==> src/rtl/mrs_pkg.sv <==
package mrs_pkg;

  typedef enum logic [1:0] {
    SEQ_IDLE = 2'd0,
    SEQ_RD1  = 2'd1,
    SEQ_RD2  = 2'd2,
    SEQ_WR1  = 2'd3
  } seq_state_t;

  localparam int DENS_W = 2;
  localparam int SET_W  = DENS_W + 1;

  typedef struct packed {
    logic              page8;
    logic [DENS_W-1:0] density;
  } mode_t;

endpackage

==> src/rtl/mrs_cmd_decode.sv <==
module mrs_cmd_decode
  import mrs_pkg::*;
#(
  parameter int ADDR_W = 22,
  parameter int DATA_W = 16
) (
  input  logic [ADDR_W-1:0] addr,
  input  logic [DATA_W-1:0] wdata,
  output logic              top_hit,
  output logic              data_zero,
  output logic              setting_ok,
  output mode_t             setting
);

  logic upper_zero;

  assign top_hit   = &addr;
  assign data_zero = ~|wdata;

  generate
    if (DATA_W > SET_W) begin : g_upper
      assign upper_zero = ~|wdata[DATA_W-1:SET_W];
    end else begin : g_exact
      assign upper_zero = 1'b1;
    end
  endgenerate

  // the page bit must be set; the density field takes all four codes
  assign setting    = mode_t'(wdata[SET_W-1:0]);
  assign setting_ok = upper_zero & setting.page8;

endmodule

==> src/rtl/mrs_seq_fsm.sv <==
module mrs_seq_fsm
  import mrs_pkg::*;
(
  input  logic clk,
  input  logic rst_n,
  input  logic rd_stb,
  input  logic wr_stb,
  input  logic cs_toggled,
  input  logic oe_toggled,
  input  logic top_hit,
  input  logic data_zero,
  input  logic setting_ok,
  output logic load,
  output logic cmd_block
);

  seq_state_t state_q, state_d;
  logic armed_q, armed_d;
  logic any_acc, rd_step, wr_zero_step, wr_set_step;

  assign any_acc      = rd_stb | wr_stb;
  assign rd_step      = rd_stb & top_hit & cs_toggled & oe_toggled;
  assign wr_zero_step = wr_stb & top_hit & cs_toggled & data_zero;
  assign wr_set_step  = wr_stb & top_hit & cs_toggled & setting_ok;

  always_comb begin
    state_d   = state_q;
    load      = 1'b0;
    cmd_block = 1'b0;
    unique case (state_q)
      SEQ_IDLE: begin
        if (rd_step && armed_q) state_d = SEQ_RD1;
      end
      SEQ_RD1: begin
        if (rd_step)      state_d = SEQ_RD2;
        else if (any_acc) state_d = SEQ_IDLE;
      end
      SEQ_RD2: begin
        if (wr_zero_step) begin
          state_d   = SEQ_WR1;
          cmd_block = 1'b1;
        end else if (any_acc) begin
          state_d = SEQ_IDLE;
        end
      end
      SEQ_WR1: begin
        if (wr_set_step) begin
          state_d   = SEQ_IDLE;
          load      = 1'b1;
          cmd_block = 1'b1;
        end else if (any_acc) begin
          state_d = SEQ_IDLE;
        end
      end
      default: state_d = SEQ_IDLE;
    endcase
  end

  // re-arm only after touching a different address
  always_comb begin
    armed_d = armed_q;
    if (any_acc) armed_d = ~top_hit;
  end

  always_ff @(posedge clk or negedge rst_n) begin
    if (!rst_n) begin
      state_q <= SEQ_IDLE;
      armed_q <= 1'b1;
    end else begin
      state_q <= state_d;
      armed_q <= armed_d;
    end
  end

  AST_NO_START_DISARMED: assert property (@(posedge clk) disable iff (!rst_n)
    (state_q == SEQ_IDLE && !armed_q) |=> (state_q != SEQ_RD1));

  AST_TOP_ACCESS_DISARMS: assert property (@(posedge clk) disable iff (!rst_n)
    ((rd_stb || wr_stb) && top_hit) |=> !armed_q);

  AST_WR1_ORDER: assert property (@(posedge clk) disable iff (!rst_n)
    (state_q == SEQ_WR1) |-> ($past(state_q) == SEQ_RD2 || $past(state_q) == SEQ_WR1));

endmodule

==> src/rtl/mrs_mode_reg.sv <==
module mrs_mode_reg
  import mrs_pkg::*;
(
  input  logic  clk,
  input  logic  rst_n,
  input  logic  load,
  input  mode_t setting,
  output mode_t mode_q,
  output logic  valid_q
);

  always_ff @(posedge clk or negedge rst_n) begin
    if (!rst_n) begin
      mode_q  <= '0;
      valid_q <= 1'b0;
    end else if (load) begin
      mode_q  <= setting;
      valid_q <= 1'b1;
    end
  end

  AST_HOLD_WITHOUT_LOAD: assert property (@(posedge clk) disable iff (!rst_n)
    !load |=> $stable(mode_q));

  AST_VALID_STICKY: assert property (@(posedge clk) disable iff (!rst_n)
    valid_q |=> valid_q);

endmodule

==> src/rtl/mreg_seq_detect.sv <==
module mreg_seq_detect
  import mrs_pkg::*;
#(
  parameter int ADDR_W = 22,
  parameter int DATA_W = 16
) (
  input  logic              clk,
  input  logic              rst_n,
  input  logic              rd_stb,
  input  logic              wr_stb,
  input  logic [ADDR_W-1:0] addr,
  input  logic [DATA_W-1:0] wdata,
  input  logic              cs_toggled,
  input  logic              oe_toggled,
  output logic              cmd_block,
  output logic [1:0]        mode_density,
  output logic              mode_page8,
  output logic              mode_valid
);

  logic  top_hit, data_zero, setting_ok, load;
  mode_t setting, mode_q;

  mrs_cmd_decode #(.ADDR_W(ADDR_W), .DATA_W(DATA_W)) u_dec (
    .addr       (addr),
    .wdata      (wdata),
    .top_hit    (top_hit),
    .data_zero  (data_zero),
    .setting_ok (setting_ok),
    .setting    (setting)
  );

  mrs_seq_fsm u_fsm (
    .clk        (clk),
    .rst_n      (rst_n),
    .rd_stb     (rd_stb),
    .wr_stb     (wr_stb),
    .cs_toggled (cs_toggled),
    .oe_toggled (oe_toggled),
    .top_hit    (top_hit),
    .data_zero  (data_zero),
    .setting_ok (setting_ok),
    .load       (load),
    .cmd_block  (cmd_block)
  );

  mrs_mode_reg u_reg (
    .clk     (clk),
    .rst_n   (rst_n),
    .load    (load),
    .setting (setting),
    .mode_q  (mode_q),
    .valid_q (mode_valid)
  );

  assign mode_density = mode_q.density;
  assign mode_page8   = mode_q.page8;

  AST_VALID_RISE_AFTER_BLOCK: assert property (@(posedge clk) disable iff (!rst_n)
    $rose(mode_valid) |-> $past(cmd_block));

  AST_BLOCK_NEEDS_CS: assert property (@(posedge clk) disable iff (!rst_n)
    cmd_block |-> (cs_toggled && wr_stb));

endmodule

==> config.mk <==
export PLATFORM = sky130hd
export DESIGN_NAME = mreg_seq_detect
export DESIGN_NICKNAME = d
export VERILOG_FILES = /design/src/rtl/mrs_pkg.sv /design/src/rtl/mrs_cmd_decode.sv /design/src/rtl/mrs_seq_fsm.sv /design/src/rtl/mrs_mode_reg.sv /design/src/rtl/mreg_seq_detect.sv
export SDC_FILE = /design/constraint.sdc
export NUM_CORES = 1
export LEC_CHECK = 0
export BUFFER_PORTS_ARGS = -buffer_cell sky130_fd_sc_hd__buf_2
export CORE_MARGIN = 3
export CORE_UTILIZATION = 35
export DETAILED_ROUTE_END_ITERATION = 10
export GPL_ROUTABILITY_DRIVEN = 0
export PLACE_DENSITY = 0.81
export SKIP_CTS_REPAIR_TIMING = 1
export SKIP_LAST_GASP = 1
export SLEW_MARGIN = 20
export SYNTH_ARGS = -nofsm -noshare
export SYNTH_HDL_FRONTEND = slang
export SYNTH_SLANG_ARGS = --single-unit
==> constraint.sdc <==
create_clock -name clk -period 3.3 [get_ports clk]
set_input_delay 0.165 -clock clk [delete_from_list [all_inputs] [get_ports clk]]
set_output_delay 0.165 -clock clk [all_outputs]
set_load 0.01 [all_outputs]
# == Yosys cells after proc, flatten, opt, wreduce, memory -nomap -nowiden ==
# Index checks and enable logic that the tools add are counted.
# op_classes
reduce_logical,7
bitwise,10
mux,10
eq_ne,4
# ops
operator,count
$reduce_and A22 Y1,1
$reduce_or A16 Y1,1
$reduce_or A13 Y1,1
$mux W2,5
$and A1 B1 Y1,8
$pmux W2 S4,1
$eq A2 B2 Y1 const B,2
$mux W1,3
$eq A2 B1 Y1 const B,1
$logic_not A1 Y1,2
$logic_not A2 Y1,1
$ne A2 B1 Y1 const B,1
$pmux W1 S2,1
$logic_and A1 B1 Y1,1
$not A1 Y1,1
$or A1 B1 Y1,1
# word_totals
out_inout_bits,5
inputBits,44
word_cells,36
ff_bits,7

# == Depth between registers and ports, before layout ==
# depth
depth_word,7
ltp_mapped,4

# == Hierarchy ==
# A second synthesis with hierarchy kept.
# hier_totals
cells_unflattened,43
area_unflattened_um2,431.7
# modules_own_cells
mod,area_each_um2,cells_per_inst,instances,seq_area_each_um2
mrs_seq_fsm,161.4,17,1,76.3
mrs_mode_reg,140.1,8,1,100.1
mrs_cmd_decode,130.1,18,1,0.0

# == Worst setup path after synthesis ==
# OpenSTA, ideal clock, no wires.
# synth_path
path_kind,register -> register
start,reg u_fsm.state_q[1]
end,"reg, netlist name u_reg.mode_q[0]"
arrival_ns,1.188
setup_time_ns,0.125
setup_slack_ns,1.987
required_time_ns,3.175
stages_incl_launch_ff,5
path_cell_list,dfrtp_1 > nor4b_2 > and4_4 > nand4_4 > mux2_4
# synth_between
elab_chain_len,2
# synth_lines
element,line,text
start: declaration,mrs_seq_fsm.sv:17,"seq_state_t state_q, state_d;"
start signal: assignment,mrs_seq_fsm.sv:70,state_q <= state_d;
$eq A2 B2 Y1,mrs_seq_fsm.sv:30,unique case (state_q)
$mux W1,mrs_seq_fsm.sv:30,
# Every way passes these cells.
# A chain may end at the register's enable or synchronous reset.

# == Worst setup path after layout ==
# layout_path
start,reg u_fsm.state_q[0]
end,out cmd_block
# layout_between
elab_chain_len,2
elab_cells_between_ends,3
classes_between,eq/ne: 2; mux: 1
# layout_lines
element,line,text
$eq A2 B2 Y1,mrs_seq_fsm.sv:30,
$pmux W1 S2 *,mrs_seq_fsm.sv:30,
end: declaration,mreg_seq_detect.sv:15,"output logic cmd_block,"
# Every way passes the cells marked *; elsewhere a longest branch is shown, timed or not.

==> flow_summary.json <==
{
  "die_area_mm2": 0.00178,
  "cts_root_buffer": "clkbuf_4",
  "drt_first_pass_iters": 4,
  "area_delta_synth_final_pct": 64.2,
  "outcome": "finished, final reports clean",
  "ys_top_cells_by_count": "dfrtp_1 (6), nand2_1 (4), nand4_1 (4)",
  "wl_per_cell_um": 12.2,
  "min_period_over_period_pct": 53.1,
  "portBuffers": 48,
  "min_period_ns": 1.75,
  "num_antenna_cells": 0,
  "cts_sinks": 7,
  "path_buf_inv": 1,
  "yosysTopAreaCell": "dfrtp_1",
  "drive_gt1_share_pct": 68.5,
  "drc_errors": 0,
  "crit_type": "reg -> out",
  "hold_path_startpoint": "wdata[0]",
  "h-tree-depth": 1,
  "initial_utilization_pct": 39.1,
  "vias_per_cell": 5.07,
  "ys.flop_type": "dfrtp_1",
  "cp_top_family": "simple AND/OR/NAND/NOR gates",
  "maxCapViolCount": 0,
  "setup_viol": 0,
  "synth_top_area_share_pct": 32.8,
  "synth_edf_count": 0,
  "crit_required_ns": 3.13,
  "async_reset_ff_share_pct": 100,
  "power.density_mw_per_mm2": 263,
  "grt_max_degree": 8,
  "ys_seq_area_share_pct": 38.5,
  "tightest_slew_ns": 0.508,
  "clkLatencyLatePin_ns": 0.25,
  "slew_headroom_pct": 65.8,
  "synth_nets": 83,
  "path_max_fanout": 5,
  "final_hold_viol_count": 0,
  "power.leakage_nw": 0.418,
  "ys_ff_latch": 7,
  "hold_class": "in -> reg",
  "synth_area_leaders": "dfrtp_1 (33%), mux2_4 (6.6%), dfstp_2 (5.7%), nand4_1 (5.5%), nor4_2 (5.5%)",
  "grt_pass1_vias": 600,
  "synth_area_um2": 458,
  "grt_pass1_wl_um": 2240,
  "ant_nets": 0,
  "critPathArrivalTime_ns": 1.59,
  "die_h_um": 42.2,
  "drt-initial-drc-count": 13,
  "syn_inst": 39,
  "io_pins": 49,
  "cp-end-kind": "output pin",
  "cts_tree": "done",
  "critPathLaunch": "u_fsm.state_q[0]$_DFFE_PN0P_",
  "routed-via-count": 537,
  "final_util_pct": 64.2,
  "placed_area_um2": 716,
  "drt_wl_total_um": 1300,
  "avgSynthCellArea_um2": 11.7,
  "cp_slowest_cell": "nor4_1",
  "fp-row-count": 12,
  "antenna_found_initial": 0,
  "grt-ovfl-total": 0,
  "slowest_delay_ns": 0.50,
  "fp.dieW_um": 42.2,
  "place_ws_ns": 1.90,
  "fin_ws_ns": 1.55,
  "r2r_start": "u_fsm.state_q[0]$_DFFE_PN0P_",
  "fmax_ghz": 0.571,
  "crit_chain": "nor4_1, o21ai_0, nor2_1, buf_2",
  "nNetsFinal": 137,
  "slew_violations": 0,
  "finalInstanceArea_um2": 752,
  "cts_made_buffers": 3,
  "yosysMostFrequentCell": "dfrtp_1",
  "yosys_warnings": 0,
  "irDropWorstVdd_mv": 0.200,
  "core_area_mm2": 0.00117,
  "skew_ns": 0.00417,
  "clk_pin_slew_ns": 0.05,
  "clk_path_buf_depth": 2,
  "tns_ns": 0,
  "synth_cell_types": 21,
  "worstSetupStartpointType": "flop",
  "rsz0062_at_grt": "no",
  "grt_use_total_pct": 15.9
}
## power breakdown
group              switching, W   total, W  internal (W)
sequential     0.00000000000543  0.0000860     0.0000860
clock                 0.0000310  0.0000771     0.0000461
combinational         0.0000134  0.0000350     0.0000216
## worst paths after layout
| path | endpoint | cells past startpoint | slack, ns |
|---|---|---|---|
| max reg2reg | u_fsm.state_q[0]$_DFFE_PN0P_ | 3 | 1.86 |
| max | cmd_block | 4 | 1.55 |
| max in group asynchronous | u_fsm.armed_q$_DFFE_PN1P_ | 2 | 2.79 |
| min | u_reg.mode_q[0]$_DFFE_PN0P_ | 2 | 0.17 |
| min reg2reg | u_reg.valid_q$_DFFE_PN0P_ | 1 | 0.45 |
| min in group asynchronous | u_fsm.state_q[1]$_DFFE_PN0P_ | 2 | 0.28 |
## metrics by stage
step | total power, W | instances | hold WS, ns
6_report | 0.000198 | 106 | 0.166
5_1_grt | 0.000210 | 106 | 0.165
4_1_cts | 0.000199 | 105 | -0.255
3_5_place_dp | 0.000122 | 101 | 0.00900
3_3_place_gp | 0.000121 | 101 | 0.00197
2_1_floorplan | 0.0000930 | 39 | -0.131
## layout by cell type (no fill, tap or decap), types with 2 or more instances in the layout
master	netlist	routed
nand2_1	4	4
nand4_1	4	4
nor2_1	3	3
clkbuf_4	0	3
nor4_2	2	2
or2b_1	2	2
mux2_4	2	2
buf_2	0	48
dfrtp_1	6	6
a22oi_1	2	2
o21ai_0	2	2
## worst register-to-register path, stage by stage (launching register included)
cell	delay, ns
dfrtp_1	0.42
nor4_1	0.50
a22oi_1	0.17
o31ai_1	0.25
## per-layer routing
layer,track usage [%],part of all wire (%)
met2,31.3,54
met3,6.01,10
met1,16.6,35
met4,0,0
met5,0,0
## flip-flops by register name (all words and copies together) (netlist names)
name           count
u_reg.valid_q      1
u_fsm.state_q      2
u_fsm.armed_q      1
u_reg.mode_q       3
## cells by family (layout without fill, tap and decap cells)
kind of cell	Yosys count	in the layout	share of synthesized area, %
mux	3	3	9.02
buf+inv	0	53	0
simple gates	24	24	45.4
flops	7	7	38.5
compound gates	5	5	7.10
## cell type report
cell class	instances	area, um^2
clock buffer	4	26.3
timing repair buffer	49	250
sequential	7	176
tap	14	17.5
multi-input combinational	32	282
fill	104	419
Note: power is estimated with default switching activity, not from simulation.
